### config.mk
export PLATFORM = sky130hd
export DESIGN_NAME = ack_gate_seq
export DESIGN_NICKNAME = d
export VERILOG_FILES = /design/src/rtl/ack_gate_pkg.sv /design/src/rtl/ack_gate_cntregs.sv /design/src/rtl/ack_gate_cntsel.sv /design/src/rtl/ack_gate_down.sv /design/src/rtl/ack_gate_beats.sv /design/src/rtl/ack_gate_seq.sv
export SDC_FILE = /design/constraint.sdc
export NUM_CORES = 1
export LEC_CHECK = 0
export ABC_CLOCK_PERIOD_IN_PS = 5000
export BUFFER_PORTS_ARGS = -buffer_cell sky130_fd_sc_hd__buf_4
export CORE_AREA = 2 2 59 61
export DETAILED_ROUTE_END_ITERATION = 10
export DIE_AREA = 0 0 61 63
export HOLD_SLACK_MARGIN = 0.08
export PLACE_DENSITY = 0.67
export SLEW_MARGIN = 40
export SYNTH_ARGS = -nofsm -noshare
export SYNTH_HDL_FRONTEND = slang
export SYNTH_HIERARCHICAL = 1
export SYNTH_SLANG_ARGS = --single-unit
### constraint.sdc
create_clock -name clk -period 5 [get_ports clk]
set_input_delay 1 -clock clk [delete_from_list [all_inputs] [get_ports clk]]
set_output_delay 1 -clock clk [all_outputs]
set_load 0.1 [all_outputs]
### src/rtl/ack_gate_pkg.sv
package ack_gate_pkg;

    typedef enum logic [1:0] {
        ST_IDLE     = 2'd0,
        ST_HOLD     = 2'd1,
        ST_SAMPLE   = 2'd2,
        ST_LINE_END = 2'd3
    } seq_state_t;

    localparam int unsigned NUM_CNT_REGS = 4;
    localparam int unsigned IDX_RD_FIRST = 0;
    localparam int unsigned IDX_RD_NEXT  = 1;
    localparam int unsigned IDX_WR_FIRST = 2;
    localparam int unsigned IDX_WR_NEXT  = 3;

endpackage

### src/rtl/ack_gate_cntregs.sv
module ack_gate_cntregs
    import ack_gate_pkg::*;
#(
    parameter int unsigned CW = 4
) (
    input  logic                              clk,
    input  logic                              rst_n,
    input  logic [NUM_CNT_REGS-1:0][CW-1:0]   cnt_in,
    output logic [NUM_CNT_REGS-1:0][CW-1:0]   cnt_q
);

    // Each register follows its input while reset is held and freezes after.
    for (genvar g = 0; g < NUM_CNT_REGS; g++) begin : g_reg
        always_ff @(posedge clk) begin
            if (!rst_n) begin
                cnt_q[g] <= cnt_in[g];
            end
        end
    end

endmodule

### src/rtl/ack_gate_cntsel.sv
module ack_gate_cntsel
    import ack_gate_pkg::*;
#(
    parameter int unsigned CW = 4
) (
    input  logic                              sel_rd,
    input  logic                              sel_first,
    input  logic [NUM_CNT_REGS-1:0][CW-1:0]   cnt_regs,
    output logic [CW-1:0]                     cnt_sel,
    output logic                              cnt_zero
);

    always_comb begin
        unique case ({sel_rd, sel_first})
            2'b11:   cnt_sel = cnt_regs[IDX_RD_FIRST];
            2'b10:   cnt_sel = cnt_regs[IDX_RD_NEXT];
            2'b01:   cnt_sel = cnt_regs[IDX_WR_FIRST];
            default: cnt_sel = cnt_regs[IDX_WR_NEXT];
        endcase
    end

    assign cnt_zero = (cnt_sel == '0);

endmodule

### src/rtl/ack_gate_down.sv
module ack_gate_down #(
    parameter int unsigned CW = 4
) (
    input  logic          clk,
    input  logic          rst_n,
    input  logic          load,
    input  logic [CW-1:0] load_val,
    input  logic          dec,
    output logic [CW-1:0] cnt_q,
    output logic          at_one
);

    localparam logic [CW-1:0] ONE = CW'(1);

    always_ff @(posedge clk or negedge rst_n) begin
        if (!rst_n) begin
            cnt_q <= '0;
        end else if (load) begin
            cnt_q <= load_val;
        end else if (dec && (cnt_q != '0)) begin
            cnt_q <= cnt_q - ONE;
        end
    end

    assign at_one = (cnt_q == ONE);

endmodule

### src/rtl/ack_gate_beats.sv
module ack_gate_beats #(
    parameter int unsigned BEATS = 4
) (
    input  logic clk,
    input  logic rst_n,
    input  logic clear,
    input  logic burst_in,
    input  logic adv,
    output logic last
);

    localparam int unsigned BW = (BEATS > 1) ? $clog2(BEATS) : 1;
    localparam logic [BW-1:0] LAST_IDX = BW'(BEATS - 1);

    logic [BW-1:0] idx_q;
    logic          burst_q;

    always_ff @(posedge clk or negedge rst_n) begin
        if (!rst_n) begin
            idx_q   <= '0;
            burst_q <= 1'b0;
        end else if (clear) begin
            idx_q   <= '0;
            burst_q <= burst_in;
        end else if (adv) begin
            idx_q   <= idx_q + BW'(1);
        end
    end

    assign last = !burst_q || (idx_q == LAST_IDX);

endmodule

### src/rtl/ack_gate_seq.sv
module ack_gate_seq
    import ack_gate_pkg::*;
#(
    parameter int unsigned CW    = 4,
    parameter int unsigned BEATS = 4
) (
    input  logic          clk,
    input  logic          rst_n,
    input  logic          start_i,
    input  logic          rd_i,
    input  logic          burst_i,
    input  logic          ack_i,
    input  logic [CW-1:0] rd_first_cnt_i,
    input  logic [CW-1:0] rd_next_cnt_i,
    input  logic [CW-1:0] wr_first_cnt_i,
    input  logic [CW-1:0] wr_next_cnt_i,
    output logic          latch_o,
    output logic          samp_o,
    output logic          beat_done_o,
    output logic          line_done_o
);

    seq_state_t st_q, st_nx;

    logic [NUM_CNT_REGS-1:0][CW-1:0] cnt_in, cnt_regs;
    logic [CW-1:0] cnt_sel, cnt_q;
    logic          cnt_zero, at_one;
    logic          rd_q;
    logic          accept, beat_end, last_beat, load, sel_rd;

    assign cnt_in[IDX_RD_FIRST] = rd_first_cnt_i;
    assign cnt_in[IDX_RD_NEXT]  = rd_next_cnt_i;
    assign cnt_in[IDX_WR_FIRST] = wr_first_cnt_i;
    assign cnt_in[IDX_WR_NEXT]  = wr_next_cnt_i;

    assign accept   = (st_q == ST_IDLE) && start_i;
    assign beat_end = (st_q == ST_SAMPLE) && ack_i;
    assign load     = accept || (beat_end && !last_beat);
    assign sel_rd   = accept ? rd_i : rd_q;

    ack_gate_cntregs #(.CW(CW)) u_regs (
        .clk    (clk),
        .rst_n  (rst_n),
        .cnt_in (cnt_in),
        .cnt_q  (cnt_regs)
    );

    ack_gate_cntsel #(.CW(CW)) u_sel (
        .sel_rd    (sel_rd),
        .sel_first (accept),
        .cnt_regs  (cnt_regs),
        .cnt_sel   (cnt_sel),
        .cnt_zero  (cnt_zero)
    );

    ack_gate_down #(.CW(CW)) u_down (
        .clk      (clk),
        .rst_n    (rst_n),
        .load     (load),
        .load_val (cnt_sel),
        .dec      (st_q == ST_HOLD),
        .cnt_q    (cnt_q),
        .at_one   (at_one)
    );

    ack_gate_beats #(.BEATS(BEATS)) u_beats (
        .clk      (clk),
        .rst_n    (rst_n),
        .clear    (accept),
        .burst_in (burst_i),
        .adv      (beat_end),
        .last     (last_beat)
    );

    // Direction register, captured with the start.
    always_ff @(posedge clk or negedge rst_n) begin
        if (!rst_n) begin
            rd_q <= 1'b0;
        end else if (accept) begin
            rd_q <= rd_i;
        end
    end

    // State register.
    always_ff @(posedge clk or negedge rst_n) begin
        if (!rst_n) begin
            st_q <= ST_IDLE;
        end else begin
            st_q <= st_nx;
        end
    end

    // Next-state logic.
    always_comb begin
        st_nx = st_q;
        unique case (st_q)
            ST_IDLE: begin
                if (start_i) begin
                    st_nx = cnt_zero ? ST_SAMPLE : ST_HOLD;
                end
            end
            ST_HOLD: begin
                if (at_one) begin
                    st_nx = ST_SAMPLE;
                end
            end
            ST_SAMPLE: begin
                if (ack_i) begin
                    if (last_beat) begin
                        st_nx = ST_LINE_END;
                    end else begin
                        st_nx = cnt_zero ? ST_SAMPLE : ST_HOLD;
                    end
                end
            end
            ST_LINE_END: begin
                st_nx = ST_IDLE;
            end
            default: begin
                st_nx = ST_IDLE;
            end
        endcase
    end

    // Output logic.
    always_comb begin
        latch_o     = 1'b0;
        samp_o      = 1'b0;
        beat_done_o = 1'b0;
        line_done_o = 1'b0;
        unique case (st_q)
            ST_IDLE, ST_HOLD: begin
            end
            ST_SAMPLE: begin
                samp_o      = 1'b1;
                latch_o     = ack_i;
                beat_done_o = ack_i;
            end
            ST_LINE_END: begin
                line_done_o = 1'b1;
            end
            default: begin
            end
        endcase
    end

endmodule

==> qor.csv <==
metric;value;unit
outcome;complete, no violations;
synth.cell_area;0.001215;sq mm
drtIter0Drc;28;
cp-end-kind;flop;
htree_num_levels;1;
synth_cell_types;34;
drv_slew;0;
synth_most_common_cell;edfxtp_1;
drc;0;
synth_seq_cells;26;
ys_warn_count;6;
synthCells;82;
drtAntennaViolNets;0;
p_int;506.6;uW
arrival;3360;ps
gr-total-overflow;0;
peakVddDrop;232.8;uV
cts_tree;done;
die_y;63;um
grt_usage;11.74;%
min_path_type;in -> async;
pwr-share-clk;18.3;%
crit_type;in -> reg;
fillers;319;
routed_via_density;4.774;
p_leak;0.6340;nW
start_util;37.59;%
pwr-share-comb;41.3;%
p_per_area;531.3;mW/mm^2
power_frac_seq;40.4;%
placed_cell_area;0.001445;sq mm
grt_max_degree;17;
nets;135;
coreArea;0.003232;sq mm
area_growth;23.28;%
period_share;62.91;%
io_pins;26;
slew_headroom;55.36;%
maxCapViolCount;0;
dr.pass1.iters;4;
fin_crit;3145;ps
clkSinkCount;26;
whs;474.5;ps
yosys_most_used_dff;edfxtp_1;
crit_required;5210;ps
io_buffers;25;
ys_seq_area_share;60.14;%
syn_area_per_cell;14.82;sq um
dieArea;0.003843;sq mm
cp_max_fo;9;
fin_cells;155;
syn_nets;107;
startpoint_type;primary input;
final_hold_viol_count;0;
synthArstFlopShare;38.46;%
cts.path.max_buffers;2;
cts_setup_buffers;0;
regArea;730.7;sq um
grt_first_pass_wirelength;3.360;mm
synth_edf_count;16;
yosys.area.top_type;edfxtp_1;
antenna_found_initial;0;
synth_commonest_cells;16 x edfxtp_1, 10 x dfrtp_1, 6 x inv_1;
rows;21;
cts_root_buf;clkbuf_4;
cts_made_buffers;3;
vias;740;
multi_input_area;446.7;sq um
clkSlewWorstSetupHoldPaths;150;ps
clock_latency;320;ps
finalPower;795.8;uW
die_w;61;um
gp_congestion;0.8051;
final-setup-viol-count;0;
p_switching;289.2;uW
fin_skew;7.067;ps
diodes;0;
place_inst;151;
synth_area_leaders;edfxtp_1 40%, dfrtp_1 21%, mux4_2 5.6%;
rsz0062_at_grt;no;
swShare;36.34;%
setup_tns;0;ps
drive_above_1_share;33.94;%
worst_pin_slew;666.7;ps
yosys.area.top_type_share;39.55;%
drt_wl_total;2.075;mm
place_hpwl;1.568;mm
cts_hold_buf;0;
grt_pass1_vias;768;
fmax;317.9;MHz
design_area;0.001498;sq mm
cts_resized;0;
wl_per_cell;13.39;um
## state kept, by name (all words and copies together) (netlist names)
signal and cells:
u_regs/cnt_q 16, u_down/cnt_q 4, st_q 2, u_beats/idx_q 2, rd_q 1, u_beats/burst_q 1
## worst max-delay path, cell delays in order
cell and delay, ps:
buf_4 90, nor3b_2 560, mux2_1 500, mux4_2 490
nor4_2 370, a21boi_0 240, o32ai_1 100
## area by class of cell
cell class,instances,share of cell area (%)
inverters,6,1.504
clock inverters,1,2.005
repair buffers,25,12.53
flip-flops and latches,26,48.79
clock buffers,3,1.504
multi-input cells,48,29.82
well taps,46,3.843
## cell families (layout without fill, tap and decap cells)
group | after synthesis | count (layout) | share of synthesized area, %
muxes | 9 | 9 | 12.36
and+or+nand+nor | 24 | 24 | 14.01
AOI/OAI and AO/OA | 11 | 11 | 6.592
buffers and inverters | 8 | 35 | 3.089
xor gates and xnor gates | 1 | 1 | 0.7210
adders and majority gates | 3 | 3 | 3.090
DFF | 26 | 26 | 60.14
## per-layer routing
layer / vias to the layer above / wire length, um / global-route usage [%]
li1: 364 / - / -
met2: 24 / 999 / 17.88
met1: 352 / 964 / 16.80
met3: 0 / 111 / 4.348
met4: 0 / 0 / 0.8152
met5: - / 0 / 0
## metrics by stage
step	setup slack, ps	util, %
floorplan	1687	-
global placement	1614	44.72
detailed placement	1451	44.72
CTS	1832	46.34
global route	1694	46.34
finish	1855	46.34
## cell usage in the layout, fill, tap and decap left out, types with 2 or more instances in the layout
| cell type | count |
|---|---|
| buf_4 | 25 |
| edfxtp_1 | 16 |
| dfrtp_1 | 10 |
| inv_1 | 6 |
| nand2_1 | 5 |
| nor3b_1 | 4 |
| nand2b_1 | 3 |
| mux2i_1 | 3 |
| clkbuf_4 | 3 |
| ha_1 | 3 |
| mux4_2 | 3 |
| nor2_1 | 2 |
| a21oi_1 | 2 |
| o21ai_1 | 2 |
## power groups by stage
stage	Clock [mW]	Sequential [mW]	Combinational, mW
5_1_grt	0.162	0.327	0.362
3_3_place_gp	0	0.323	0.321
3_5_place_dp	0	0.327	0.330
4_1_cts	0.152	0.322	0.331
2_1_floorplan	0	0.314	0.274
6_report	0.146	0.321	0.329
## final timing paths
| check | startpoint | to | cells after the start | slack (ps) |
|---|---|---|---|---|
| max reg2reg | st_q[1] | st_q[0] | 6 | 2090 |
| max | start_i | st_q[0] | 7 | 1850 |
| min reg2reg | u_beats/burst_q | u_beats/burst_q | 1 | 540 |
| min in group clk | u_beats/burst_q | u_beats/burst_q | 1 | 540 |
| min | rst_n | st_q[1] | 1 | 470 |
| max in group asynchronous | rst_n | rd_q | 1 | 4370 |
Note: power is estimated with default switching activity, not from simulation.
